`src/rtl/wk_pkg.sv`:
```
package wk_pkg;

    typedef enum logic [2:0] {
        ST_IDLE,
        ST_RAMP_RST,
        ST_COUNT,
        ST_FILL,
        ST_DONE
    } wk_state_e;

endpackage

```
`src/rtl/wk_ctrl.sv`:
```
module wk_ctrl
    import wk_pkg::*;
#(
    parameter int CNT_W     = 12,
    parameter int MAX_SLOTS = 16,
    parameter int RLEN_W    = 8,
    localparam int SLOT_W   = $clog2(MAX_SLOTS)
) (
    input  logic              clk,
    input  logic              rst_n,
    input  logic              start_i,
    input  logic [SLOT_W:0]   slots_i,
    input  logic [RLEN_W-1:0] rst_len_i,
    output logic              ramp_rst_o,
    output logic              ramp_en_o,
    output logic [CNT_W-1:0]  cnt_o,
    output logic [SLOT_W-1:0] slot_o,
    output logic              clr_o,
    output logic              fill_o,
    output logic              done_o
);

    localparam logic [CNT_W-1:0] CMAX      = {CNT_W{1'b1}};
    localparam logic [SLOT_W:0]  SLOTS_CAP = MAX_SLOTS[SLOT_W:0];

    wk_state_e         state_q, state_d;
    logic [CNT_W-1:0]  cnt_q;
    logic [RLEN_W-1:0] rcnt_q, rlen_q;
    logic [SLOT_W:0]   slots_q;
    logic [SLOT_W-1:0] slot_q;
    logic              last_slot;

    assign last_slot = ({1'b0, slot_q} == (slots_q - 1'b1));

    // next-state logic
    always_comb begin
        state_d = state_q;
        unique case (state_q)
            ST_IDLE:     if (start_i) state_d = (slots_i == '0) ? ST_DONE : ST_RAMP_RST;
            ST_RAMP_RST: if (rcnt_q == rlen_q) state_d = ST_COUNT;
            ST_COUNT:    if (cnt_q == CMAX) state_d = ST_FILL;
            ST_FILL:     state_d = last_slot ? ST_DONE : ST_RAMP_RST;
            ST_DONE:     state_d = ST_IDLE;
            default:     state_d = ST_IDLE;
        endcase
    end

    // state register and datapath counters
    always_ff @(posedge clk or negedge rst_n) begin
        if (!rst_n) begin
            state_q <= ST_IDLE;
            cnt_q   <= '0;
            rcnt_q  <= '0;
            rlen_q  <= '0;
            slots_q <= '0;
            slot_q  <= '0;
        end else begin
            state_q <= state_d;
            unique case (state_q)
                ST_IDLE: begin
                    if (start_i) begin
                        slots_q <= (slots_i > SLOTS_CAP) ? SLOTS_CAP : slots_i;
                        rlen_q  <= rst_len_i;
                        slot_q  <= '0;
                        rcnt_q  <= '0;
                        cnt_q   <= '0;
                    end
                end
                ST_RAMP_RST: begin
                    rcnt_q <= rcnt_q + 1'b1;
                    cnt_q  <= '0;
                end
                ST_COUNT: begin
                    if (cnt_q != CMAX) cnt_q <= cnt_q + 1'b1;
                end
                ST_FILL: begin
                    rcnt_q <= '0;
                    if (!last_slot) slot_q <= slot_q + 1'b1;
                end
                ST_DONE: ;
                default: ;
            endcase
        end
    end

    // outputs decoded from state
    always_comb begin
        ramp_rst_o = 1'b0;
        ramp_en_o  = 1'b0;
        clr_o      = 1'b0;
        fill_o     = 1'b0;
        done_o     = 1'b0;
        unique case (state_q)
            ST_IDLE:     ;
            ST_RAMP_RST: begin ramp_rst_o = 1'b1; clr_o = 1'b1; end
            ST_COUNT:    ramp_en_o = 1'b1;
            ST_FILL:     fill_o = 1'b1;
            ST_DONE:     done_o = 1'b1;
            default:     ;
        endcase
    end

    assign cnt_o  = cnt_q;
    assign slot_o = slot_q;

    AST_RST_EN_EXCL: assert property (@(posedge clk) disable iff (!rst_n)
        !(ramp_rst_o && ramp_en_o));
    AST_CNT_STEP: assert property (@(posedge clk) disable iff (!rst_n)
        (ramp_en_o && cnt_q != CMAX) |=> (cnt_q == $past(cnt_q) + 1'b1));
    AST_CNT_ZERO_ENTRY: assert property (@(posedge clk) disable iff (!rst_n)
        ramp_rst_o |=> (cnt_q == '0));
    AST_SLOT_BOUND: assert property (@(posedge clk) disable iff (!rst_n)
        ramp_en_o |-> ({1'b0, slot_q} < slots_q));
    AST_DONE_PULSE: assert property (@(posedge clk) disable iff (!rst_n)
        done_o |=> !done_o);
    AST_BUSY_HOLD: assert property (@(posedge clk) disable iff (!rst_n)
        (state_q != ST_IDLE && state_q != ST_DONE) |=> $stable(slots_q));

endmodule

```
`src/rtl/wk_chan.sv`:
```
module wk_chan #(
    parameter int CNT_W = 12
) (
    input  logic             clk,
    input  logic             rst_n,
    input  logic             clr_i,
    input  logic             en_i,
    input  logic             fill_i,
    input  logic             cmp_i,
    input  logic [CNT_W-1:0] cnt_i,
    output logic [CNT_W-1:0] res_o,
    output logic             valid_o,
    output logic             ovf_o
);

    localparam logic [CNT_W-1:0] CMAX = {CNT_W{1'b1}};

    logic cmp_prev_q;
    logic rise;

    assign rise = cmp_i && !cmp_prev_q;

    always_ff @(posedge clk or negedge rst_n) begin
        if (!rst_n) begin
            cmp_prev_q <= 1'b0;
            res_o      <= '0;
            valid_o    <= 1'b0;
            ovf_o      <= 1'b0;
        end else begin
            cmp_prev_q <= cmp_i;
            if (clr_i) begin
                valid_o <= 1'b0;
                ovf_o   <= 1'b0;
            end else if (en_i && rise && !valid_o) begin
                res_o   <= cnt_i;
                valid_o <= 1'b1;
            end else if (fill_i && !valid_o) begin
                res_o   <= CMAX;
                valid_o <= 1'b1;
                ovf_o   <= 1'b1;
            end
        end
    end

    AST_FIRST_EDGE_HOLD: assert property (@(posedge clk) disable iff (!rst_n)
        (valid_o && !clr_i) |=> (valid_o && $stable(res_o)));
    AST_OVF_FULL: assert property (@(posedge clk) disable iff (!rst_n)
        ovf_o |-> (valid_o && res_o == CMAX));
    AST_CLEAR: assert property (@(posedge clk) disable iff (!rst_n)
        clr_i |=> (!valid_o && !ovf_o));

endmodule

```
`src/rtl/wk_adc_seq.sv`:
```
module wk_adc_seq #(
    parameter int NUM_CH    = 36,
    parameter int CNT_W     = 12,
    parameter int MAX_SLOTS = 16,
    parameter int RLEN_W    = 8,
    localparam int SLOT_W   = $clog2(MAX_SLOTS)
) (
    input  logic                    clk,
    input  logic                    rst_n,
    input  logic                    start_i,
    input  logic [SLOT_W:0]         slots_i,
    input  logic [RLEN_W-1:0]       rst_len_i,
    input  logic [NUM_CH-1:0]       cmp_i,
    output logic                    ramp_rst_o,
    output logic                    ramp_en_o,
    output logic [SLOT_W-1:0]       slot_o,
    output logic [NUM_CH*CNT_W-1:0] result_o,
    output logic [NUM_CH-1:0]       valid_o,
    output logic [NUM_CH-1:0]       ovf_o,
    output logic                    done_o
);

    logic [CNT_W-1:0] cnt;
    logic             clr, fill;

    wk_ctrl #(
        .CNT_W     (CNT_W),
        .MAX_SLOTS (MAX_SLOTS),
        .RLEN_W    (RLEN_W)
    ) ctrl_i (
        .clk        (clk),
        .rst_n      (rst_n),
        .start_i    (start_i),
        .slots_i    (slots_i),
        .rst_len_i  (rst_len_i),
        .ramp_rst_o (ramp_rst_o),
        .ramp_en_o  (ramp_en_o),
        .cnt_o      (cnt),
        .slot_o     (slot_o),
        .clr_o      (clr),
        .fill_o     (fill),
        .done_o     (done_o)
    );

    for (genvar c = 0; c < NUM_CH; c++) begin : g_chan
        wk_chan #(
            .CNT_W (CNT_W)
        ) chan_i (
            .clk     (clk),
            .rst_n   (rst_n),
            .clr_i   (clr),
            .en_i    (ramp_en_o),
            .fill_i  (fill),
            .cmp_i   (cmp_i[c]),
            .cnt_i   (cnt),
            .res_o   (result_o[c*CNT_W +: CNT_W]),
            .valid_o (valid_o[c]),
            .ovf_o   (ovf_o[c])
        );
    end

    AST_DONE_QUIET: assert property (@(posedge clk) disable iff (!rst_n)
        done_o |-> (!ramp_rst_o && !ramp_en_o));
    AST_ALL_VALID_AFTER: assert property (@(posedge clk) disable iff (!rst_n)
        fill |=> (valid_o == {NUM_CH{1'b1}}));

endmodule

```
`config.mk`:
```
export PLATFORM = sky130hd
export DESIGN_NAME = wk_adc_seq
export DESIGN_NICKNAME = d
export VERILOG_FILES = /design/src/rtl/wk_pkg.sv /design/src/rtl/wk_ctrl.sv /design/src/rtl/wk_chan.sv /design/src/rtl/wk_adc_seq.sv
export SDC_FILE = /design/constraint.sdc
export NUM_CORES = 1
export LEC_CHECK = 0
export BUFFER_PORTS_ARGS = -buffer_cell sky130_fd_sc_hd__buf_2
export CORE_AREA = 2 2 230 232
export CTS_CLUSTER_SIZE = 8
export DETAILED_ROUTE_END_ITERATION = 6
export DIE_AREA = 0 0 232 234
export PLACE_DENSITY = 0.69
export SLEW_MARGIN = 10
export SYNTH_ARGS = -nofsm -noshare
export SYNTH_HDL_FRONTEND = slang
export SYNTH_SLANG_ARGS = --single-unit
```
`constraint.sdc`:
```
create_clock -name clk -period 2.51 [get_ports clk]
set_input_delay 0.6275 -clock clk [delete_from_list [all_inputs] [get_ports clk]]
set_output_delay 0.6275 -clock clk [all_outputs]
set_load 0.03 [all_outputs]
```
==> impl_metrics.toml <==
[global_routing]
grt_pass1_vias = 16600
grt_remaining_overflow = 0
gr-usage-all-layers = 0.262
grt_pass1_wl_mm = 106
antenna_found_initial = 5
grt_max_degree = 82

[worst_setup_path]
start_kind = "flip-flop"
cp_common_cell = "buf_4"
crit_slowest_cell = "or3b_4"
cp_max_fo = 10
cp.arrival_ps = 1810
criticalPathCategory = "flip-flop to output pin"
cp_cell_sequence = "buf_4 -> or3b_4 -> inv_2 -> buf_4"
critical-path-max-stage-delay_ps = 420
critPathRequiredTime_ps = 1880
endpoint_kind = "output pin"

[place]
hpwl_mm = 47.4
io_buffers = 562
gp_congestion = 0.848

[power_and_ir_drop]
total_power_mw = 43.9
p_comb_frac = 0.426
peakVddDrop_v = 0.000965
p_seq_frac = 0.351
intPower_mw = 24.4
p_leak_nw = 11.1
p_switching_mw = 19.5
p_clk_frac = 0.223
switching_share = 0.444
p_per_area_mw_per_mm2 = 1570

[clocking]
postCtsSetupRepairBufs = 0
cts_buffer_depth = 3
root_buffer = "clkbuf_16"
clk_pin_slew_worst_paths_ps = 50
cts_tree = "built"
cts_made_buffers = 82
insertion_delay_ps = 610
cts.sinks = 580
htree_levels = 3

[route]
drc_errors = 0
first_pass_iters = 5
wl_per_cell_um = 25.6
vias = 16500
drt_wl_total_mm = 73.2
drt_iter0_drc = 1132
via_per_inst = 5.76
drtAntennaViolNets = 0

[floorplanning]
fp.dieW_um = 232
dieArea_mm2 = 0.0543
fp.dieH_um = 234
design.core.area_mm2 = 0.0520
ios = 563
initial_utilization = 0.445
num_rows = 84

[sta]
final_hold_viol_count = 0
tns_ps = 0
max-slew-margin-rel = 0.448
report.final.slew_viol_count = 0
skew_ps = 32.2
setup_viol = 0
fmax_mhz = 410
tightestPinTransition_ps = 828
post-route-min-period_ps = 2440
rsz0062_at_grt = "no"
layout_worst_path_cycle_share = 0.972

[yosys]
synth_cells = 1680
syn_nets = 1736
syn_area_per_cell_um2 = 13.8
synth-async-reset-ratio = 1.00
synth_top_area_cell = "dfrtp_1"
synth_area_mm2 = 0.0231
synth_cell_types = 53
ys_seq_area_frac = 0.627
synth_edf_count = 0
synth_seq_cells = 580
ys.flop_type = "dfrtp_1"
synth_area_leaders = "dfrtp_1, o22a_1, buf_6, nand3_4, nor2_1"
synth_warnings = 0
synth_top_area_frac = 0.627

[finish]
post-route-util = 0.537
nNetsFinal = 2213
fillers = 4394
final_cell_mix = "dfrtp_1, buf_2, o22a_1"
layout_commonest_cell = "dfrtp_1"
drive_gt1_frac = 0.369
area_growth_pct = 20.8

[worst_hold_path]
hold_class = "input pin to flip-flop"

[run_status]
outcome = "finished clean"

[flow_run]
drv_cap = 0
[stage by stage]
stage	instances	instance area, um2	hold slack (ps)	setup slack [ps]
2_1_floorplan	1680	23100	332	415
3_3_place_gp	2759	25700	464	463
3_5_place_dp	2759	25700	472	408
4_1_cts	2855	27900	133	4.51
5_1_grt	2858	28000	148	14.4
6_report	2859	28000	169	69.8
[state kept, by name (all words and copies together) (netlist names)]
signal	flops
ctrl_i.slot_o	4
g_chan.chan_i.ovf_o	36
ctrl_i.rlen_q	8
ctrl_i.rcnt_q	8
ctrl_i.state_q	3
g_chan.chan_i.res_o	432
ctrl_i.cnt_o	12
g_chan.chan_i.cmp_prev_q	36
ctrl_i.slots_q	5
g_chan.chan_i.valid_o	36
[worst max-delay path: cells and delay by family (launching register included)]
kind,cells,cell delay [ps]
flip-flops,1,380
buffers and inverters,3,420
AND/OR/NAND/NOR,1,420
[synthesized netlist by cell type, types with 18 or more instances]
library cell,instances
dfrtp_1,580
o22a_1,432
nor2_1,161
buf_4,76
buf_6,66
clkbuf_1,61
nand2_1,45
a21o_1,37
nand3_4,35
o21ai_4,30
buf_2,19
o21ai_0,18
[power by group through the flow]
stage / Clock [mW] / Combinational, mW / Sequential (mW)
6_report: 9.80 / 18.7 / 15.4
3_5_place_dp: 0 / 18.7 / 15.5
3_3_place_gp: 0 / 18.4 / 15.3
5_1_grt: 10.4 / 19.7 / 15.8
2_1_floorplan: 0 / 7.86 / 20.9
4_1_cts: 9.96 / 18.8 / 15.4
[final timing paths]
| check | from | end | slack (ps) | cells after the start |
|---|---|---|---|---|
| worst min register to register | g_chan[29].chan_i.res_o[0] | g_chan[29].chan_i.res_o[0] | 480 | 1 |
| worst max register to register | ctrl_i.state_q[1] | ctrl_i.rcnt_q[4] | 430 | 6 |
| worst min-delay path | cmp_i[24] | g_chan[24].chan_i.cmp_prev_q | 170 | 1 |
| worst max-delay path | ctrl_i.state_q[1] | ramp_rst_o | 70 | 4 |
| max in group asynchronous | rst_n | g_chan[28].chan_i.res_o[9] | 1100 | 4 |
| min in group asynchronous | rst_n | g_chan[4].chan_i.res_o[1] | 540 | 2 |
[final cells by class]
cell class	instances	area [um2]	share of cell area
Antenna cell	4	10.0	0.000358
Clock buffer	87	2090	0.0748
Clock inverter	7	113	0.00403
Inverter	6	38.8	0.00139
Multi-Input combinational cell	868	6890	0.247
Sequential cell	580	14500	0.520
Tap cell	688	861	0.0308
Timing Repair Buffer	618	3410	0.122
Timing Repair inverter	1	8.76	0.000313
[metal layers]
metal  global-route usage  routed length [um]  vias up
met1                0.331               29200     8550
met5                    0                  13        -
met3               0.0700                5700      208
met4                0.133                3370        2
met2                0.417               34900      724
li1                     -                   -     6997
[cell families after synthesis]
kind of cell               count (synthesis)  share of synthesized area
adders and majority gates                  4                    0.00216
AOI/OAI and AO/OA                        550                      0.211
and+or+nand+nor                          291                     0.0756
xor gates and xnor gates                  19                    0.00719
DFF                                      580                      0.627
muxes                                      4                    0.00173
buffers and inverters                    232                     0.0755
[what timing repair did]
action | 4_1_cts | 5_1_grt
endpoints found under the hold margin | 33 | 0
gates resized for setup | 4 | 2
hold buffers | 1 | 0
cloned | 1 | 0
setup endpoints to repair | 1 | 1
(Power assumes the default switching activity.)
